**config.mk**
```make
export PLATFORM = sky130hd
export DESIGN_NAME = fpdc_ctrl
export DESIGN_NICKNAME = d
export VERILOG_FILES = /design/src/rtl/fpdc_pkg.sv /design/src/rtl/fpdc_refresh_timer.sv /design/src/rtl/fpdc_dram_model.sv /design/src/rtl/fpdc_sequencer.sv /design/src/rtl/fpdc_ctrl.sv
export SDC_FILE = /design/constraint.sdc
export NUM_CORES = 1
export LEC_CHECK = 0
export BUFFER_PORTS_ARGS = -buffer_cell sky130_fd_sc_hd__buf_4
export CORE_MARGIN = 3
export CORE_UTILIZATION = 45
export CTS_BUF_LIST = sky130_fd_sc_hd__clkbuf_8 sky130_fd_sc_hd__clkbuf_16
export DETAILED_ROUTE_END_ITERATION = 12
export PLACE_DENSITY = 0.66
export SYNTH_ARGS = -nofsm -noshare
export SYNTH_HDL_FRONTEND = slang
export SYNTH_HIERARCHICAL = 1
export SYNTH_SLANG_ARGS = --single-unit
```
**constraint.sdc**
```tcl
create_clock -name clk -period 5.2 [get_ports clk]
set_input_delay 0.26 -clock clk [delete_from_list [all_inputs] [get_ports clk]]
set_output_delay 0.26 -clock clk [all_outputs]
set_load 0.01 [all_outputs]
```
**src/rtl/fpdc_pkg.sv**
```systemverilog
// Shared types for the page-mode DRAM controller.
// Assumes row and column indices are narrow (a few bits each).
package fpdc_pkg;
    typedef enum logic [2:0] {
        ST_IDLE = 3'd0,
        ST_PRE  = 3'd1,
        ST_RAS  = 3'd2,
        ST_CAS  = 3'd3,
        ST_RPRE = 3'd4,
        ST_REF  = 3'd5
    } seq_state_t;
endpackage

```
**src/rtl/fpdc_refresh_timer.sv**
```systemverilog
// Refresh timer: counts cycles and raises a refresh request once the count
// reaches the programmed interval; the request stays up until acknowledged.
// Assumes the interval input is quasi-static.
module fpdc_refresh_timer #(
    parameter int CNT_W = 16
) (
    input  logic             clk,
    input  logic             rst_n,
    input  logic [CNT_W-1:0] interval,
    input  logic             ack,
    output logic             pending
);
    logic [CNT_W-1:0] cnt_q;
    logic             hit;

    // Interval reached (>= so a lowered interval takes effect at once).
    assign hit = (cnt_q >= interval);

    // Cycle counter, restarting each time a request is raised.
    always_ff @(posedge clk) begin
        if (!rst_n)   cnt_q <= '0;
        else if (hit) cnt_q <= '0;
        else          cnt_q <= cnt_q + 1'b1;
    end

    // Pending flag: set on interval, cleared on acknowledge.
    always_ff @(posedge clk) begin
        if (!rst_n)   pending <= 1'b0;
        else if (hit) pending <= 1'b1;
        else if (ack) pending <= 1'b0;
    end

    // the request is raised one cycle after the counter reaches the interval.
    assert_pending_on_hit_R9: assert property (@(posedge clk) disable iff (!rst_n)
        hit |=> pending);
endmodule

```
**src/rtl/fpdc_dram_model.sv**
```systemverilog
// Behavioural DRAM array with a single row buffer. A row strobe loads the
// buffer from the array, a column strobe reads or updates one supercell of
// the buffer, and a close strobe writes the buffer back into the array.
// Assumes the controller strobes one command per cycle.
module fpdc_dram_model #(
    parameter int ROW_BITS = 2,
    parameter int COL_BITS = 2,
    parameter int DATA_W   = 8,
    parameter int DADDR_W  = 2
) (
    input  logic               clk,
    input  logic               rst_n,
    input  logic               ras,
    input  logic               cas,
    input  logic               pre,
    input  logic               we,
    input  logic [DADDR_W-1:0] addr,
    input  logic [DATA_W-1:0]  wdata,
    output logic [DATA_W-1:0]  rdata
);
    localparam int ROWS = 1 << ROW_BITS;
    localparam int COLS = 1 << COL_BITS;

    logic [ROWS-1:0][COLS-1:0][DATA_W-1:0] array_q;
    logic [COLS-1:0][DATA_W-1:0]           rowbuf_q;
    logic [ROW_BITS-1:0]                   buf_row_q;
    logic                                  buf_open_q;
    logic [ROW_BITS-1:0]                   row_idx;
    logic [COL_BITS-1:0]                   col_idx;

    assign row_idx = addr[ROW_BITS-1:0];
    assign col_idx = addr[COL_BITS-1:0];

    // Cell array: cleared at reset, updated from the buffer on a close.
    always_ff @(posedge clk) begin
        if (!rst_n)                 array_q <= '0;
        else if (pre && buf_open_q) array_q[buf_row_q] <= rowbuf_q;
    end

    // Row buffer: filled on a row strobe, patched on a column write.
    always_ff @(posedge clk) begin
        if (!rst_n)           rowbuf_q <= '0;
        else if (ras)         rowbuf_q <= array_q[row_idx];
        else if (cas && we)   rowbuf_q[col_idx] <= wdata;
    end

    // Buffer bookkeeping: which row is held and whether it is live.
    always_ff @(posedge clk) begin
        if (!rst_n) begin
            buf_row_q  <= '0;
            buf_open_q <= 1'b0;
        end else if (ras) begin
            buf_row_q  <= row_idx;
            buf_open_q <= 1'b1;
        end else if (pre) begin
            buf_open_q <= 1'b0;
        end
    end

    // Data lines: the selected supercell, or the written value on a write.
    always_ff @(posedge clk) begin
        if (!rst_n)   rdata <= '0;
        else if (cas) rdata <= we ? wdata : rowbuf_q[col_idx];
    end

    // a column strobe is only ever issued into an open row buffer.
    assert_cas_into_open_row_R3: assert property (@(posedge clk) disable iff (!rst_n)
        cas |-> buf_open_q);
    // a close only happens when a row is held in the buffer.
    assert_pre_has_row_R7: assert property (@(posedge clk) disable iff (!rst_n)
        pre |-> buf_open_q);
endmodule

```
**src/rtl/fpdc_sequencer.sv**
```systemverilog
// Strobe sequencer: accepts CPU requests, tracks the open row, and issues
// close/row/column strobes; serves refresh between requests by closing the
// open row and strobing every row in ascending order.
// Assumes the request fields stay stable while req_valid is high.
module fpdc_sequencer
    import fpdc_pkg::*;
#(
    parameter int ROW_BITS = 2,
    parameter int COL_BITS = 2,
    parameter int DATA_W   = 8,
    parameter int DADDR_W  = 2
) (
    input  logic                         clk,
    input  logic                         rst_n,
    input  logic                         req_valid,
    output logic                         req_ready,
    input  logic [ROW_BITS+COL_BITS-1:0] req_addr,
    input  logic                         req_write,
    input  logic [DATA_W-1:0]            req_wdata,
    input  logic                         ref_pending,
    output logic                         ref_ack,
    output logic                         rsp_valid,
    output logic                         dram_ras,
    output logic                         dram_cas,
    output logic                         dram_pre,
    output logic                         dram_ref,
    output logic                         dram_we,
    output logic [DADDR_W-1:0]           dram_addr,
    output logic [DATA_W-1:0]            dram_wdata
);
    localparam int ROWS = 1 << ROW_BITS;

    seq_state_t          state_q, state_d;
    logic [ROW_BITS-1:0] cur_row_q, open_row_q, ref_row_q;
    logic [COL_BITS-1:0] cur_col_q;
    logic                cur_we_q, open_valid_q;
    logic [DATA_W-1:0]   cur_wd_q;
    logic [ROW_BITS-1:0] req_row;
    logic [COL_BITS-1:0] req_col;
    logic                accept, row_hit, ref_last;

    assign req_row  = req_addr[ROW_BITS+COL_BITS-1:COL_BITS];
    assign req_col  = req_addr[COL_BITS-1:0];
    assign req_ready = (state_q == ST_IDLE) && !ref_pending;
    assign accept   = req_valid && req_ready;
    assign row_hit  = open_valid_q && (open_row_q == req_row);
    assign ref_last = (state_q == ST_REF) && (ref_row_q == ROW_BITS'(ROWS - 1));
    assign ref_ack  = ref_last;

    // Next-state choice for the strobe sequence.
    always_comb begin
        state_d = state_q;
        unique case (state_q)
            ST_IDLE: begin
                if (ref_pending)  state_d = open_valid_q ? ST_RPRE : ST_REF;
                else if (accept)  state_d = row_hit ? ST_CAS : (open_valid_q ? ST_PRE : ST_RAS);
            end
            ST_PRE:  state_d = ST_RAS;
            ST_RAS:  state_d = ST_CAS;
            ST_CAS:  state_d = ST_IDLE;
            ST_RPRE: state_d = ST_REF;
            ST_REF:  state_d = ref_last ? ST_IDLE : ST_REF;
            default: state_d = ST_IDLE;
        endcase
    end

    // State register.
    always_ff @(posedge clk) begin
        if (!rst_n) state_q <= ST_IDLE;
        else        state_q <= state_d;
    end

    // Latch the accepted request for the rest of its sequence.
    always_ff @(posedge clk) begin
        if (!rst_n) begin
            cur_row_q <= '0;
            cur_col_q <= '0;
            cur_we_q  <= 1'b0;
            cur_wd_q  <= '0;
        end else if (accept) begin
            cur_row_q <= req_row;
            cur_col_q <= req_col;
            cur_we_q  <= req_write;
            cur_wd_q  <= req_wdata;
        end
    end

    // Open-row tracker: set by a row strobe, cleared by any close.
    always_ff @(posedge clk) begin
        if (!rst_n) begin
            open_row_q   <= '0;
            open_valid_q <= 1'b0;
        end else if (state_q == ST_RAS) begin
            open_row_q   <= cur_row_q;
            open_valid_q <= 1'b1;
        end else if (state_q == ST_PRE || state_q == ST_RPRE) begin
            open_valid_q <= 1'b0;
        end
    end

    // Refresh row walker: restarts at row 0 before each refresh burst.
    always_ff @(posedge clk) begin
        if (!rst_n)                 ref_row_q <= '0;
        else if (state_q == ST_REF) ref_row_q <= ref_row_q + 1'b1;
        else                        ref_row_q <= '0;
    end

    // Response pulse, one cycle after the column strobe.
    always_ff @(posedge clk) begin
        if (!rst_n) rsp_valid <= 1'b0;
        else        rsp_valid <= (state_q == ST_CAS);
    end

    // Strobe and address drive for the array.
    always_comb begin
        dram_ras   = (state_q == ST_RAS);
        dram_cas   = (state_q == ST_CAS);
        dram_pre   = (state_q == ST_PRE) || (state_q == ST_RPRE);
        dram_ref   = (state_q == ST_REF);
        dram_we    = dram_cas && cur_we_q;
        dram_wdata = cur_wd_q;
        dram_addr  = '0;
        if (dram_ras)      dram_addr = DADDR_W'(cur_row_q);
        else if (dram_cas) dram_addr = DADDR_W'(cur_col_q);
        else if (dram_ref) dram_addr = DADDR_W'(ref_row_q);
    end

    // strobes never overlap.
    assert_one_strobe_R11: assert property (@(posedge clk) disable iff (!rst_n)
        $onehot0({dram_ras, dram_cas, dram_pre, dram_ref}));
    // a row strobe is followed by a column strobe.
    assert_ras_then_cas_R3: assert property (@(posedge clk) disable iff (!rst_n)
        dram_ras |=> dram_cas);
    // a close is followed by a row open or a refresh strobe.
    assert_pre_then_open_R5: assert property (@(posedge clk) disable iff (!rst_n)
        dram_pre |=> (dram_ras || dram_ref));
    // the response is a single-cycle pulse.
    assert_rsp_pulse_R8: assert property (@(posedge clk) disable iff (!rst_n)
        rsp_valid |=> !rsp_valid);
    // no request is accepted while refresh is pending.
    assert_no_accept_in_refresh_R9: assert property (@(posedge clk) disable iff (!rst_n)
        ref_pending |-> !req_ready);
    // refresh strobes walk the rows in ascending order.
    assert_ref_ascending_R10: assert property (@(posedge clk) disable iff (!rst_n)
        (dram_ref && $past(dram_ref)) |-> (dram_addr == $past(dram_addr) + 1'b1));
    // a row hit goes directly from idle to a column strobe without a row strobe.
    assert_hit_skips_ras_R4: assert property (@(posedge clk) disable iff (!rst_n)
        (accept && row_hit && !ref_pending) |=> (dram_cas && !$past(dram_ras)));
endmodule

```
**src/rtl/fpdc_ctrl.sv**
```systemverilog
// Top of the page-mode DRAM controller: sequencer, refresh timer and the
// behavioural array. The array strobes are brought out for observation.
// Assumes a single requester and a single bank.
module fpdc_ctrl #(
    parameter int ROW_BITS = 2,
    parameter int COL_BITS = 2,
    parameter int DATA_W   = 8,
    parameter int CNT_W    = 16,
    localparam int ADDR_W  = ROW_BITS + COL_BITS,
    localparam int DADDR_W = (ROW_BITS > COL_BITS) ? ROW_BITS : COL_BITS
) (
    input  logic               clk,
    input  logic               rst_n,
    input  logic [CNT_W-1:0]   refresh_interval,
    input  logic               req_valid,
    output logic               req_ready,
    input  logic [ADDR_W-1:0]  req_addr,
    input  logic               req_write,
    input  logic [DATA_W-1:0]  req_wdata,
    output logic               rsp_valid,
    output logic [DATA_W-1:0]  rsp_rdata,
    output logic               dram_ras,
    output logic               dram_cas,
    output logic               dram_pre,
    output logic               dram_ref,
    output logic [DADDR_W-1:0] dram_addr
);
    logic              ref_pending, ref_ack, dram_we;
    logic [DATA_W-1:0] dram_wdata;

    fpdc_refresh_timer #(.CNT_W(CNT_W)) u_timer (
        .clk(clk), .rst_n(rst_n), .interval(refresh_interval),
        .ack(ref_ack), .pending(ref_pending)
    );

    fpdc_sequencer #(
        .ROW_BITS(ROW_BITS), .COL_BITS(COL_BITS), .DATA_W(DATA_W), .DADDR_W(DADDR_W)
    ) u_seq (
        .clk(clk), .rst_n(rst_n),
        .req_valid(req_valid), .req_ready(req_ready), .req_addr(req_addr),
        .req_write(req_write), .req_wdata(req_wdata),
        .ref_pending(ref_pending), .ref_ack(ref_ack), .rsp_valid(rsp_valid),
        .dram_ras(dram_ras), .dram_cas(dram_cas), .dram_pre(dram_pre),
        .dram_ref(dram_ref), .dram_we(dram_we), .dram_addr(dram_addr),
        .dram_wdata(dram_wdata)
    );

    fpdc_dram_model #(
        .ROW_BITS(ROW_BITS), .COL_BITS(COL_BITS), .DATA_W(DATA_W), .DADDR_W(DADDR_W)
    ) u_array (
        .clk(clk), .rst_n(rst_n),
        .ras(dram_ras), .cas(dram_cas), .pre(dram_pre), .we(dram_we),
        .addr(dram_addr), .wdata(dram_wdata), .rdata(rsp_rdata)
    );
endmodule

```
==> After elaboration in Yosys (flattened, before gate mapping) <==
Cells that the tools add are included.
{ "classes": {"n_addsub": 2, "n_bitwise": 1, "muxes": 27, "reduce_logical": 17, "n_lt_le_gt_ge": 5, "n_eq_ne": 8} }
{ "op_table": {"columns": ["op", "count"], "rows": [
  ["$bwmux W128", 1],
  ["$mux W32", 4],
  ["$bmux W32 S2", 1],
  ["$demux W32 S2", 1],
  ["$bwmux W32", 1],
  ["$mux W8", 3],
  ["$add A16 B1 Y16 const B", 1],
  ["$bmux W8 S2", 1],
  ["$demux W8 S2", 1],
  ["$ge A16 B16 Y1", 1],
  ["$pmux W3 S5", 1],
  ["$mux W3", 4],
  ["$logic_and A1 B1 Y1", 9],
  ["$mux W2", 4],
  ["$eq A3 B2 Y1 const B", 2],
  ["$eq A3 B3 Y1 const B", 2],
  ["$lt A2 B3 Y1 const B", 2],
  ["$reduce_bool A2 Y1", 3],
  ["$mux W1", 5],
  ["$ge A2 B1 Y1 const B", 2],
  ["$eq A3 B1 Y1 const B", 1],
  ["$logic_not A3 Y1", 1],
  ["$ne A3 B2 Y1 const B", 1],
  ["$add A2 B1 Y2 const B", 1],
  ["other kinds (7)", 7]
]} }
{ "totals": {"inputBits": 32, "out_inout_bits": 16, "word_cells": 93, "ff_bits": 209} }

==> Depth between registers and ports, before layout <==
{ "logic_depth": {"depth_word": 11, "mapped_depth": 10, "mapped_depth_nobuf": 6} }

==> Cells and area by module <==
The synthesis kept the hierarchy.
{ "by_module_without_submodules": {"columns": ["module", "seq_area_each_um2", "n_inst", "area_per_inst_um2", "cells_each"], "rows": [
  ["fpdc_dram_model", 3423.3, 1, 7862.5, 869],
  ["fpdc_refresh_timer", 340.3, 1, 1192.4, 134],
  ["fpdc_sequencer", 440.4, 1, 1049.8, 119]
]} }

==> Worst setup path after synthesis <==
No wires, ideal clock.
{ "synth_timing": {"path_type": "register to register", "start": "reg u_seq.state_q[0]", "end": "reg u_array/rowbuf_q[10] in the netlist's numbering", "stages_incl_launch_ff": 9, "n_path_buf": 3, "arrival_time_ns": 2.377, "path_slack_ns": 2.698, "required_time_ns": 5.076, "period_less_slack_ns": 2.502, "setup_ns": 0.124, "cell_sequence": "dfxtp_1 > clkbuf_1 > mux2i_1 > o21ai_0 > buf_6 > buf_6 > mux2_4 > a221oi_1 > a21oi_1"} }
{ "synth_between": {"elab_chain_cells": 11, "word_cells_on_any_way": 19, "classes_between": "order compare (2); eq/ne (3); mux (10); reduce/logical (4)"} }
{ "synth_rtl": {"columns": ["element", "line", "rtl"], "rows": [
  ["from (decl)", "fpdc_sequencer.sv:33", "seq_state_t state_q, state_d;"],
  ["from (signal assigned)", "fpdc_sequencer.sv:70", "else state_q <= state_d;"],
  ["$eq A3 B3 Y1", "fpdc_sequencer.sv:119", "dram_ref = (state_q == ST_REF);"],
  ["$mux W2", "fpdc_sequencer.sv:125", "else if (dram_ref) dram_addr = DADDR_W'(ref_row_q);"],
  ["$mux W2", "fpdc_sequencer.sv:124", "else if (dram_cas) dram_addr = DADDR_W'(cur_col_q);"],
  ["$mux W2 *", "fpdc_sequencer.sv:123", "if (dram_ras) dram_addr = DADDR_W'(cur_row_q);"],
  ["via dram_addr[0]", "fpdc_ctrl.sv:26", "output logic [DADDR_W-1:0] dram_addr"],
  ["$lt A2 B3 Y1 (not written as such) / $ge A2 B1 Y1 (equally long branches)", "fpdc_dram_model.sv:44", "else if (cas && we) rowbuf_q[col_idx] <= wdata;"],
  ["$logic_and A1 B1 Y1 (not written as such)", "fpdc_dram_model.sv:44", null],
  ["$mux W8 (not written as such)", "fpdc_dram_model.sv:44", null],
  ["$demux W8 S2", null, null],
  ["$bwmux W32", "fpdc_dram_model.sv:44", null],
  ["$mux W32", "fpdc_dram_model.sv:44", null],
  ["$mux W32 *", "fpdc_dram_model.sv:43", "else if (ras) rowbuf_q <= array_q[row_idx];"],
  ["to (signal assigned)", "fpdc_dram_model.sv:43", null],
  ["to (signal, indexed assignment)", "fpdc_dram_model.sv:44", null],
  ["to (decl)", "fpdc_dram_model.sv:25", "logic [COLS-1:0][DATA_W-1:0] rowbuf_q;"]
]} }
Mark *: on every way through the listed nets, which the timed path passes. The rest lies on a longest branch. The select of a mux whose other input is x is not followed.
A chain may end at the register's enable or synchronous reset.

==> Worst setup path after layout <==
{ "layout_timing": {"start": "reg u_seq.state_q[0]", "end": "reg u_array/rowbuf_q[30] in the netlist's numbering"} }
{ "layout_between": {"elab_chain_cells": 11, "word_cells_on_any_way": 19, "classes_between": "order compare (2); eq/ne (3); mux (10); reduce/logical (4)"} }
{ "layout_rtl": {"columns": ["element", "line"], "rows": [
  ["$eq A3 B3 Y1", "fpdc_sequencer.sv:119"],
  ["$mux W2", "fpdc_sequencer.sv:125"],
  ["$mux W2", "fpdc_sequencer.sv:124"],
  ["$mux W2", "fpdc_sequencer.sv:123"],
  ["$lt A2 B3 Y1 (not written as such) / $ge A2 B1 Y1 (equally long branches)", "fpdc_dram_model.sv:44"],
  ["$logic_and A1 B1 Y1 (not written as such)", "fpdc_dram_model.sv:44"],
  ["$mux W8 (not written as such)", "fpdc_dram_model.sv:44"],
  ["$demux W8 S2", null],
  ["$bwmux W32", "fpdc_dram_model.sv:44"],
  ["$mux W32", "fpdc_dram_model.sv:44"],
  ["$mux W32", "fpdc_dram_model.sv:43"]
]} }
Parallel ways exist; a longest one is shown, timed or not. The select of a mux whose other input is x is not followed.

==> key figures <==
Floorplan
  • Die Ht: 155.9 um
  • IO Pins: 48
  • Die area: 0.02429 mm^2
  • Die width: 155.9 um
  • Core Area: 0.02196 mm^2
  • Cell Rows: 54
  • Starting density of the core: 0.4602

GRT
  • GRT Overall Usage: 0.2089
  • Number of global-route vias before repair: 7,664
  • GRT overflow: 0
  • First-pass GRT wire length: 41,770 um
  • Antenna violations before repair: 0
  • Pin count of the biggest net entering global routing: 128

Critical path
  • Worst-path cell chain: mux2i_1 -> o21ai_4 -> buf_4 -> a41o_1 -> a2bb2oi_1 -> a21boi_0
  • Slowest cell delay on critical path: 0.87 ns
  • WS Path Type: flip-flop to flip-flop
  • Setup crit start kind: flip-flop
  • Crit. End Element: flip-flop
  • Critical Path AT: 3.92 ns
  • CP Max Fanout: 64
  • Buffers and inverters on the worst path: 1
  • Critical path's slowest cell: buf_4
  • Required time of the critical path: 5.59 ns
  • Crit path max-delay family: compound AO/OA/AOI/OAI gates

Clocking
  • Clock Path Buffers: 3
  • Post-cts hold buffer count: 0
  • # resized after CTS: 0
  • Max H-tree Level: 1
  • Clock Tree Root: clkbuf_16
  • Skew-Pair Late Insertion Delay: 0.52 ns
  • Post-CTS Setup Bufs: 0
  • Inserted Clock Buffers: 24
  • Clk pin slew, worst setup/hold paths: 0.06 ns
  • CTS tree: done
  • Number of sinks driven by the clock tree: 210

Pwr
  • NetSw: 1.044 mW
  • Switching share of total power: 0.2689
  • Clk pwr share: 0.421
  • Final Total Pwr: 3.884 mW
  • Leakage: 4.071 nW
  • Int Pwr: 2.839 mW
  • Comb pwr share: 0.117
  • PD cells: 346.4 mW/mm^2
  • Worst VDD drop: 0.0002513 V
  • Sequential power share: 0.461

Synthesis
  • Synth Area in Simple Gates: 0.1654
  • Ys async rst share: 0
  • Most common flop cell mapped by yosys: dfxtp_1
  • Syn_nets: 1,172
  • Yosys reg bits: 210
  • Synthesis Warnings: 6
  • Synthesized cell area: 0.01010 mm^2
  • Post-Synth XOR/XNOR Area: 0.01300
  • Post-synth EDFFs: 0
  • Synth unique cells: 65
  • Syn Area/Cell: 9.006 um^2
  • Syn Inst Count: 1,122
  • Post-synthesis adder-cell area fraction: 0.02229
  • Synth Area in Compound Gates: 0.2268
  • Multiplexer share of the synthesized area: 0.1008
  • Largest family of logic cells by synthesized area: compound AO/OA/AOI/OAI gates
  • Sequential area share after synthesis: 0.4160

STA
  • Hold slack: 0.01834 ns
  • Final WS setup: 1.667 ns
  • Slew @ Worst Pin: 1.178 ns
  • Final Hold Viols: 0
  • Clock skew: 0.01798 ns
  • Fin crit period: 3.533 ns
  • RSZ-0062 raised after global routing: no
  • Setup total negative slack: 0 ns
  • Final clock period utilization by the worst path: 0.6795
  • Slew margin rel.: 0.2065
  • Setup Viol. Count Final: 0
  • Max-slew violations: 0
  • Fmax: 0.2830 GHz

Final layout
  • Most common cell after layout, fill and taps aside: nand2_1
  • Layout area overhead: 10.97%
  • Design Area, Final: 0.01121 mm^2
  • Commonest non-fill, non-tap cells in the layout: nand2_1 (271), dfxtp_1 (210), a21boi_0 (89)
  • N_diodes: 0
  • Nets: 1,165
  • Layout cells sized above 1: 0.1816

Drt
  • DR vias: 8,110
  • Remaining DRCs: 0
  • TritonRoute pass-1 iters: 6
  • Routed wire per std cell: 18.32 um
  • Via density: 5.756
  • DR iter-0 viols: 753
  • DRT Wirelength: 25,810 um
  • Post-DRT Antenna Nets: 0

Worst hold path
  • Worst hold path class: primary input to flip-flop

Place
  • Global placer's final weighted congestion: 0.7738
  • Dpl ws: 1.703 ns
  • DP Wirelength: 14,910 um
  • Port bufs: 47
  • Cell Area, Placed: 0.01045 mm^2

Outcome
  • Outcome: complete, no violations

Flow run
  • Number of max-cap violations: 0
Yosys cell counts, types with 8 or more instances:
cell type	instances	area share
nand2_1	271	0.10
dfxtp_1	210	0.42
a21boi_0	89	0.066
mux2_2	61	0.068
a21boi_1	53	0.039
a21oi_1	46	0.023
clkbuf_1	41	0.015
buf_2	35	0.017
o21ai_0	33	0.016
o31ai_1	25	0.019
a221oi_1	21	0.018
inv_1	21	0.0078
nand3_1	19	0.0094
ha_1	18	0.022
mux2_4	18	0.027
nor2b_1	16	0.0099
nor3_1	15	0.0074
a221oi_2	10	0.015
xor2_1	10	0.0087
buf_6	9	0.010
nand4_1	9	0.0056
a222oi_1	8	0.0079
o21a_1	8	0.0059
power by group through the flow:
stage	combinational (mW)	sequential (mW)	clock, mW
2_1_floorplan	0.342	1.78	0
3_3_place_gp	0.446	1.83	0
3_5_place_dp	0.450	1.82	0
4_1_cts	0.452	1.79	1.66
5_1_grt	0.494	1.80	1.72
6_report	0.456	1.79	1.64
stage by stage:
stage | std cells | util
floorplan | 1122 | -
global placement | 1369 | 0.4760
detailed placement | 1369 | 0.4760
CTS | 1409 | 0.5107
global route | 1409 | 0.5107
finish | 1409 | 0.5107
logic make-up (layout without fill, tap and decap cells):
group | after synthesis | after routing
xor+xnor | 15 | 15
mux | 85 | 85
buf+inv | 114 | 121
flops | 210 | 210
fa+ha+maj | 18 | 18
simple gates | 372 | 372
compound gates | 308 | 308
sequential cells by signal, summed over array words and instances, names as in the netlist, 2 cells and up:
register	flops
u_array/buf_row_q	2
u_seq/dram_wdata	8
u_seq/open_row_q	2
u_array/rdata	8
u_seq/ref_row_q	2
u_seq/cur_col_q	2
u_array/rowbuf_q	32
u_array/array_q	128
u_seq/state_q	3
u_timer/cnt_q	16
u_seq/cur_row_q	2
worst reg2reg max path, stage by stage (launching register included):
cell	delay (ns)
dfxtp_1	0.62
mux2i_1	0.22
o21ai_4	0.71
buf_4	0.87
a41o_1	0.71
a2bb2oi_1	0.19
a21boi_0	0.10
final cells by class:
type / instances / area [um^2]
Sequential cell: 210 / 4204
Timing Repair Buffer: 59 / 442.9
Fill cell: 1995 / 10750
Clock inverter: 11 / 81.33
Clock buffer: 29 / 680.7
Tap cell: 280 / 350.3
Inverter: 22 / 85.08
Multi-Input combinational cell: 798 / 5369
routing by layer:
| metal | up-vias | global-route usage | part of all wire |
|---|---|---|---|
| met2 | 247 | 0.3270 | 0.44 |
| met4 | 0 | 0.04121 | 0.017 |
| li1 | 3926 | - | - |
| met1 | 3898 | 0.3093 | 0.48 |
| met5 | - | 0 | 0 |
| met3 | 39 | 0.02913 | 0.063 |
worst paths after layout:
path / startpoint / end / slack, ns / depth (start not counted)
hold / removal: req_wdata[0] / u_seq/dram_wdata[0]$_SDFFE_PN0P_ / 0.02 / 3
setup reg to reg: u_seq/state_q[0]$_SDFFE_PN0P_ / u_array/rowbuf_q[30]$_SDFFE_PN0P_ / 1.67 / 6
hold reg to reg: u_array/array_q[117]$_SDFFE_PN0P_ / u_array/array_q[117]$_SDFFE_PN0P_ / 0.45 / 2
setup / recovery: u_seq/state_q[0]$_SDFFE_PN0P_ / u_array/rowbuf_q[30]$_SDFFE_PN0P_ / 1.67 / 6
(Power assumes the default switching activity.)
